File: src/rtl/itmr_pkg.sv
package itmr_pkg;
  localparam int BYTE_W = 8;
  localparam int CNT_W  = 16;
  localparam int ADDR_W = 3;

  localparam logic [ADDR_W-1:0] A_CNT_LO = 3'd0;
  localparam logic [ADDR_W-1:0] A_CNT_HI = 3'd1;
  localparam logic [ADDR_W-1:0] A_LAT_LO = 3'd2;
  localparam logic [ADDR_W-1:0] A_LAT_HI = 3'd3;
  localparam logic [ADDR_W-1:0] A_CTL    = 3'd4;

  localparam int CTL_FREE = 6;
  localparam int CTL_WAVE = 7;

  typedef struct packed {
    logic lat_lo_we;
    logic lat_hi_we;
    logic start_we;
    logic ctl_we;
    logic cnt_lo_rd;
  } itmr_strobe_t;
endpackage

File: src/rtl/itmr_decode.sv
module itmr_decode
  import itmr_pkg::*;
#(
  parameter int CW = CNT_W,
  parameter int BW = BYTE_W
) (
  input  logic              bus_wr,
  input  logic              bus_rd,
  input  logic [ADDR_W-1:0] bus_addr,
  input  logic [CW-1:0]     cnt,
  input  logic [CW-1:0]     lat,
  input  logic [BW-1:0]     ctl,
  output itmr_strobe_t      stb,
  output logic [BW-1:0]     rdata
);
  always_comb begin
    stb = '0;
    if (bus_wr) begin
      case (bus_addr)
        A_CNT_LO, A_LAT_LO: stb.lat_lo_we = 1'b1;
        A_CNT_HI:           stb.start_we  = 1'b1;
        A_LAT_HI:           stb.lat_hi_we = 1'b1;
        A_CTL:              stb.ctl_we    = 1'b1;
        default: ;
      endcase
    end
    if (bus_rd && bus_addr == A_CNT_LO) stb.cnt_lo_rd = 1'b1;
  end

  always_comb begin
    case (bus_addr)
      A_CNT_LO: rdata = cnt[BW-1:0];
      A_CNT_HI: rdata = cnt[CW-1:BW];
      A_LAT_LO: rdata = lat[BW-1:0];
      A_LAT_HI: rdata = lat[CW-1:BW];
      A_CTL:    rdata = ctl;
      default:  rdata = '0;
    endcase
  end
endmodule

File: src/rtl/itmr_latch.sv
module itmr_latch
  import itmr_pkg::*;
#(
  parameter int CW = CNT_W,
  parameter int BW = BYTE_W
) (
  input  logic          clk_i,
  input  logic          rst_ni,
  input  logic          lo_we,
  input  logic          hi_we,
  input  logic [BW-1:0] wdata,
  output logic [CW-1:0] lat,
  output logic [CW-1:0] ld_val
);
  localparam int HW = CW - BW;

  logic [BW-1:0] lo_q, lo_d;
  logic [HW-1:0] hi_q, hi_d;

  always_comb begin
    lo_d = lo_q;
    hi_d = hi_q;
    if (lo_we) lo_d = wdata;
    if (hi_we) hi_d = wdata[HW-1:0];
  end

  always_ff @(posedge clk_i or negedge rst_ni) begin
    if (!rst_ni) begin
      lo_q <= '0;
      hi_q <= '0;
    end else begin
      if (lo_we) lo_q <= lo_d;
      if (hi_we) hi_q <= hi_d;
    end
  end

  assign lat    = {hi_q, lo_q};
  assign ld_val = {wdata[HW-1:0], lo_q};

  // a low-byte write leaves the upper byte alone
  assert_lo_only_R2: assert property (@(posedge clk_i) disable iff (!rst_ni)
    (lo_we && !hi_we) |=> (lo_q == $past(wdata) && hi_q == $past(hi_q)))
    else $error("low write disturbed latch");
endmodule

File: src/rtl/itmr_count.sv
module itmr_count
  import itmr_pkg::*;
#(
  parameter int CW = CNT_W
) (
  input  logic          clk_i,
  input  logic          rst_ni,
  input  logic          load,
  input  logic [CW-1:0] ld_val,
  input  logic [CW-1:0] reload_val,
  input  logic          free_run,
  input  logic          clr,
  output logic [CW-1:0] cnt,
  output logic          flag,
  output logic          expire
);
  logic [CW-1:0] cnt_q, cnt_d;
  logic          run_q, run_d;
  logic          arm_q, arm_d;
  logic          flg_q, flg_d;
  logic          uflow;

  assign uflow  = run_q && (cnt_q == '0) && !load;
  assign expire = uflow && arm_q;

  always_comb begin
    cnt_d = cnt_q;
    run_d = run_q | load;
    arm_d = arm_q;
    flg_d = flg_q;
    if (load) begin
      cnt_d = ld_val;
      arm_d = 1'b1;
    end else if (run_q) begin
      cnt_d = (uflow && free_run) ? reload_val : cnt_q - 1'b1;
    end
    if (expire && !free_run) arm_d = 1'b0;
    if (load)        flg_d = 1'b0;
    else if (expire) flg_d = 1'b1;
    else if (clr)    flg_d = 1'b0;
  end

  always_ff @(posedge clk_i or negedge rst_ni) begin
    if (!rst_ni) begin
      cnt_q <= '0;
      run_q <= 1'b0;
      arm_q <= 1'b0;
      flg_q <= 1'b0;
    end else begin
      cnt_q <= cnt_d;
      run_q <= run_d;
      arm_q <= arm_d;
      flg_q <= flg_d;
    end
  end

  assign cnt  = cnt_q;
  assign flag = flg_q;

  assert_start_load_R4: assert property (@(posedge clk_i) disable iff (!rst_ni)
    load |=> (cnt_q == $past(ld_val) && !flg_q && run_q))
    else $error("start did not load");

  assert_flag_on_uflow_R5: assert property (@(posedge clk_i) disable iff (!rst_ni)
    (run_q && arm_q && cnt_q == '0 && !load) |=> flg_q)
    else $error("no flag at underflow");

  assert_single_shot_R6: assert property (@(posedge clk_i) disable iff (!rst_ni)
    (!arm_q && !flg_q && !load) |=> !flg_q)
    else $error("one-shot flagged twice");

  assert_reload_R7: assert property (@(posedge clk_i) disable iff (!rst_ni)
    (run_q && free_run && cnt_q == '0 && !load) |=> (cnt_q == $past(reload_val)))
    else $error("free-run reload wrong");

  assert_clear_R8: assert property (@(posedge clk_i) disable iff (!rst_ni)
    (clr && !load && !(run_q && arm_q && cnt_q == '0)) |=> !flg_q)
    else $error("flag not cleared");
endmodule

File: src/rtl/itmr_wave.sv
module itmr_wave
  import itmr_pkg::*;
#(
  parameter int BW = BYTE_W
) (
  input  logic          clk_i,
  input  logic          rst_ni,
  input  logic          ctl_we,
  input  logic [BW-1:0] wdata,
  input  logic          start,
  input  logic          expire,
  input  logic          prog_bit,
  input  logic          prog_dir,
  input  logic          pin_in,
  output logic [BW-1:0] ctl,
  output logic          pin_val,
  output logic          pin_oe,
  output logic          port_rd_bit
);
  logic [BW-1:0] ctl_q, ctl_d;
  logic          wav_q, wav_d;
  logic          mode;

  assign mode = ctl_q[CTL_WAVE];

  always_comb begin
    ctl_d = ctl_we ? wdata : ctl_q;
    wav_d = wav_q;
    if (ctl_we && !wdata[CTL_WAVE]) wav_d = 1'b1;
    else if (start && mode)         wav_d = 1'b0;
    else if (expire && mode)        wav_d = ~wav_q;
  end

  always_ff @(posedge clk_i or negedge rst_ni) begin
    if (!rst_ni) begin
      ctl_q <= '0;
      wav_q <= 1'b1;
    end else begin
      if (ctl_we) ctl_q <= ctl_d;
      wav_q <= wav_d;
    end
  end

  assign ctl         = ctl_q;
  assign pin_val     = mode ? wav_q : prog_bit;
  assign pin_oe      = mode | prog_dir;
  assign port_rd_bit = mode ? wav_q : (prog_dir ? prog_bit : pin_in);

  assert_start_low_R9: assert property (@(posedge clk_i) disable iff (!rst_ni)
    (start && mode && !ctl_we) |=> !wav_q)
    else $error("start did not drive low");

  assert_toggle_R9: assert property (@(posedge clk_i) disable iff (!rst_ni)
    (expire && mode && !start && !ctl_we) |=> (wav_q != $past(wav_q)))
    else $error("expiry did not invert");

  assert_exit_high_R10: assert property (@(posedge clk_i) disable iff (!rst_ni)
    (ctl_we && !wdata[CTL_WAVE]) |=> wav_q)
    else $error("wave bit not set high");
endmodule

File: src/rtl/itmr_top.sv
module itmr_top
  import itmr_pkg::*;
(
  input  logic              clk,
  input  logic              rst_n,
  input  logic              bus_wr,
  input  logic              bus_rd,
  input  logic [ADDR_W-1:0] bus_addr,
  input  logic [BYTE_W-1:0] bus_wdata,
  output logic [BYTE_W-1:0] bus_rdata,
  output logic              irq,
  input  logic              prog_bit,
  input  logic              prog_dir,
  input  logic              pin_in,
  output logic              pin_val,
  output logic              pin_oe,
  output logic              port_rd_bit
);
  logic [1:0]        rst_sync_q;
  logic              rst_ni;
  itmr_strobe_t      stb;
  logic [CNT_W-1:0]  cnt, lat, ld_val;
  logic [BYTE_W-1:0] ctl;
  logic              expire;

  always_ff @(posedge clk or negedge rst_n) begin
    if (!rst_n) rst_sync_q <= 2'b00;
    else        rst_sync_q <= {rst_sync_q[0], 1'b1};
  end
  assign rst_ni = rst_sync_q[1];

  itmr_decode #(.CW(CNT_W), .BW(BYTE_W)) u_dec (
    .bus_wr(bus_wr), .bus_rd(bus_rd), .bus_addr(bus_addr),
    .cnt(cnt), .lat(lat), .ctl(ctl), .stb(stb), .rdata(bus_rdata)
  );

  itmr_latch #(.CW(CNT_W), .BW(BYTE_W)) u_lat (
    .clk_i(clk), .rst_ni(rst_ni),
    .lo_we(stb.lat_lo_we), .hi_we(stb.lat_hi_we | stb.start_we),
    .wdata(bus_wdata), .lat(lat), .ld_val(ld_val)
  );

  itmr_count #(.CW(CNT_W)) u_cnt (
    .clk_i(clk), .rst_ni(rst_ni),
    .load(stb.start_we), .ld_val(ld_val), .reload_val(lat),
    .free_run(ctl[CTL_FREE]), .clr(stb.lat_hi_we | stb.cnt_lo_rd),
    .cnt(cnt), .flag(irq), .expire(expire)
  );

  itmr_wave #(.BW(BYTE_W)) u_wav (
    .clk_i(clk), .rst_ni(rst_ni),
    .ctl_we(stb.ctl_we), .wdata(bus_wdata),
    .start(stb.start_we), .expire(expire),
    .prog_bit(prog_bit), .prog_dir(prog_dir), .pin_in(pin_in),
    .ctl(ctl), .pin_val(pin_val), .pin_oe(pin_oe), .port_rd_bit(port_rd_bit)
  );

  assert_lathi_nostart_R3: assert property (@(posedge clk) disable iff (!rst_ni)
    (stb.lat_hi_we && !expire) |=> !irq)
    else $error("latch-high write left flag");
endmodule

File: config.mk
export PLATFORM = sky130hd
export DESIGN_NAME = itmr_top
export DESIGN_NICKNAME = d
export VERILOG_FILES = /design/src/rtl/itmr_pkg.sv /design/src/rtl/itmr_decode.sv /design/src/rtl/itmr_latch.sv /design/src/rtl/itmr_count.sv /design/src/rtl/itmr_wave.sv /design/src/rtl/itmr_top.sv
export SDC_FILE = /design/constraint.sdc
export NUM_CORES = 1
export LEC_CHECK = 0
export CAP_MARGIN = 20
export CORE_ASPECT_RATIO = 0.7
export CORE_UTILIZATION = 40
export DETAILED_ROUTE_END_ITERATION = 16
export PLACE_DENSITY = 0.7
export SYNTH_ARGS = -nofsm -noshare
export SYNTH_HDL_FRONTEND = slang
export SYNTH_SLANG_ARGS = --single-unit
export TNS_END_PERCENT = 10
File: constraint.sdc
create_clock -name clk -period 2.55 [get_ports clk]
set_input_delay 0.3825 -clock clk [delete_from_list [all_inputs] [get_ports clk]]
set_output_delay 0.3825 -clock clk [all_outputs]
set_load 0.05 [all_outputs]
==> reports/metrics.csv <==
stage,metric,value,unit
drt,DRC,0,
floorplan,height of the die,71.8,µm
yosys,sequential area share after synthesis,41.3,%
drt,Post-DRT Antenna Nets,0,
power,Leak,0.00143,µW
timing,Slew @ Worst Pin,658,ps
floorplan,num rows,25,
layout,fin nets,340,
clocking,clk root buf,clkbuf_8,
power,maximum vdd drop,0.000386,V
global_route,largest net degree at the start of global routing,45,
layout,Finished Core Util,50.2,%
floorplan,Die W,102,µm
setup_path,CP required,2170,ps
place,number of buffers added on ports,29,
setup_path,Crit path top cell by count,buf_4,
setup_path,CP Cell Sequence,clkdlybuf4s50_1 > buf_4 > mux2i_1 > nor2_1 > a31oi_1 > o22ai_2 > buf_4,
setup_path,CP Launch Type,input pin,
place,hpwl dp,5330,µm
drt,Routed WL,7340,µm
layout,layout cells sized above 1,25.5,%
clocking,# H-tree levels,2,
yosys,net count after synthesis,300,
floorplan,Core Area,6760,µm²
timing,Clock Skew,5.70,ps
layout,Seq. cell area,1150,µm²
layout,area of the multi-input gates,1490,µm²
global_route,GRT Overall Usage,22.1,%
clocking,CTS sink cnt,46,
timing,normalized max-slew margin,56.1,%
drt,Pre-Repair DR Iteration Count,5,
timing,Final Hold Viols,0,
yosys,area fraction of the dominant cell type after synthesis,40.4,%
layout,"most common cell after layout, fill and taps aside",dfrtp_1,
timing,fin crit period,2400,ps
yosys,cell taking the most area after synthesis,dfrtp_1,
timing,Max Slew Vio Count,0,
global_route,initial antenna violation count,0,
setup_path,worst path bufs/invs,3,
yosys,synth top area cells,"dfrtp_1 40%, mux2_2 9.7%, mux2i_1 6.1%",
setup_path,endpoint class of the critical path,output pin,
power,PwrDens,792,nW/µm²
yosys,post-synthesis async set-or-reset flop share,100,%
yosys,Post-Syn Instances,280,
timing,Final period util,94.0,%
timing,Final Setup Violations,0,
min_path,Hold WC Path Type,reg -> async,
timing,RSZ-0062 raised after global routing,false,
yosys,library cells used by synthesis,53,
setup_path,slowest CP cell,clkdlybuf4s50_1,
outcome,status,"finished, final reports clean",
yosys,Post-synth EDFFs,0,
place,GPL Wtd Cong,0.892,
layout,# diodes,0,
layout,FILL cells,627,
layout,Area Growth Syn to Fin,21.7,%
yosys,Yosys Warn Count,0,
setup_path,Crit Path Category,in -> out,
timing,Fin Hold WS,83.6,ps
clocking,Worst-path clk slew,80,ps
clocking,CTS tree,built,
clocking,Inserted Clock Buffers,5,
clocking,Hold Buf Count CTS,0,
clocking,Bufs on Longest Clock Path,2,
setup_path,Worst Path Arrival,2010,ps
drt,via count,2353,
yosys,post-synthesis cell area,2790,µm²
drt,routed length per instance,17.7,µm
global_route,Overflow after GRT,0,
clocking,# Post-CTS Setup Buffers,0,
yosys,Avg Synthesized Cell Area,9.96,µm²
setup_path,CP top delay family,buffers and inverters,
floorplan,io pins,30,
flow_run,maxcap violations,0,
floorplan,Starting Density,41.3,%
drt,Vias/cell,5.67,
yosys,number of synthesized register bits,46,
setup_path,Crit path largest cell delay,590,ps
global_route,first-pass GRT wire length,12000,µm
layout,"commonest cells after routing, fill and taps aside","44 x dfrtp_1, 28 x buf_4, 24 x nor2_1, 24 x mux2_2, 19 x clkdlybuf4s50_1",
floorplan,die area,7310,µm²
clocking,post_cts resized,0,
drt,initial DRC count,233,
yosys,"Primary FF master, synth",dfrtp_1,
global_route,vias in the first global route,2265,
timing,Fmax,417,MHz
clocking,Clock Latency Late Sink,310,ps
setup_path,CP max FO,10,
layout make-up:
cell class	count	area share (%)
Clock buffer	7	2.54
Timing Repair Buffer	53	15.3
Multi-Input combinational cell	209	44.0
Inverter	5	0.553
Clock inverter	1	0.147
Sequential cell	46	34.0
Tap cell	94	3.47
logic make-up (layout without fill, tap and decap cells):
family	after synthesis	after routing	synth area share (%)
multiplexers	42	42	16.6
AND/OR/NAND/NOR	93	93	19.3
AO/OA/AOI/OAI	65	65	14.5
XOR/XNOR	6	6	1.89
other	1	1	0.135
adder cells (fa/ha/maj)	2	2	0.898
buffers and inverters	25	66	5.39
flip-flops	46	46	41.3
registers in the layout (all words and copies together), names as in the netlist:
signal,flops
rst_sync_q,2
u_cnt.arm_q,1
u_cnt.cnt,16
u_cnt.flag,1
u_cnt.run_q,1
u_lat.hi_q,8
u_lat.lo_q,8
u_wav.ctl,8
u_wav.wav_q,1
cells in the mapped netlist, types with 2 or more instances:
cell      count
a21boi_0      2
a21oi_1      17
a31oi_1       9
and2_1        3
and3_1        2
buf_4         2
buf_6         6
clkbuf_1     11
dfrtp_1      45
ha_1          2
inv_1         5
mux2_2       24
mux2i_1      17
nand2_1       8
nand2b_1      7
nand3_1       9
nor2_1       24
nor3_1        5
nor3b_1       6
nor4_1        6
o211ai_1      3
o21ai_0      14
o221ai_1      2
o22ai_1       8
o31ai_1       3
or2_2         5
or3_1         3
or4_1         3
xnor2_1       2
xor2_1        4
layer usage:
layer	GRT usage, %	up-vias	wire (µm)
met2	33.0	100	3150
met1	32.7	1137	3610
met5	0	-	0
li1	-	1109	-
met4	4.03	0	79
met3	5.46	7	495
metrics by stage:
| step | setup TNS [ps] | area, µm² | setup WS, ps | total power [µW] | cells |
|---|---|---|---|---|---|
| after detailed placement | 0 | 3280 | 185 | 2210 | 406 |
| after floorplan | -221 | 2790 | -111 | 1880 | 280 |
| final | 0 | 3390 | 153 | 2690 | 415 |
| after global placement | 0 | 3280 | 239 | 2180 | 406 |
| after CTS | 0 | 3370 | 184 | 2680 | 414 |
| after global routing | 0 | 3390 | 49.3 | 2850 | 415 |
power by group:
| part | internal [µW] | leakage [µW] | total, µW | switching [µW] |
|---|---|---|---|---|
| Sequential | 927 | 0.000542 | 1160 | 237 |
| Combinational | 504 | 0.000843 | 1050 | 545 |
| Clock | 219 | 0.0000482 | 477 | 258 |
path summary, 6_finish.rpt:
kind,start,endpoint,slack (ps),depth (start not counted)
max in group asynchronous,rst_sync_q[1]$_DFF_PN0_,u_wav.wav_q$_DFFE_PN1P_,1970,1
hold reg to reg,rst_sync_q[1]$_DFF_PN0_,u_wav.ctl[5]$_DFFE_PN0P_,80,0
setup / recovery,bus_addr[1],bus_rdata[1],150,7
min in group clk,rst_sync_q[0]$_DFF_PN0_,rst_sync_q[1]$_DFF_PN0_,360,0
setup reg to reg,u_cnt.cnt[6]$_DFFE_PN0P_,u_cnt.cnt[12]$_DFFE_PN0P_,270,6
hold / removal,rst_sync_q[1]$_DFF_PN0_,u_wav.ctl[5]$_DFFE_PN0P_,80,0
(Power assumes the default switching activity.)
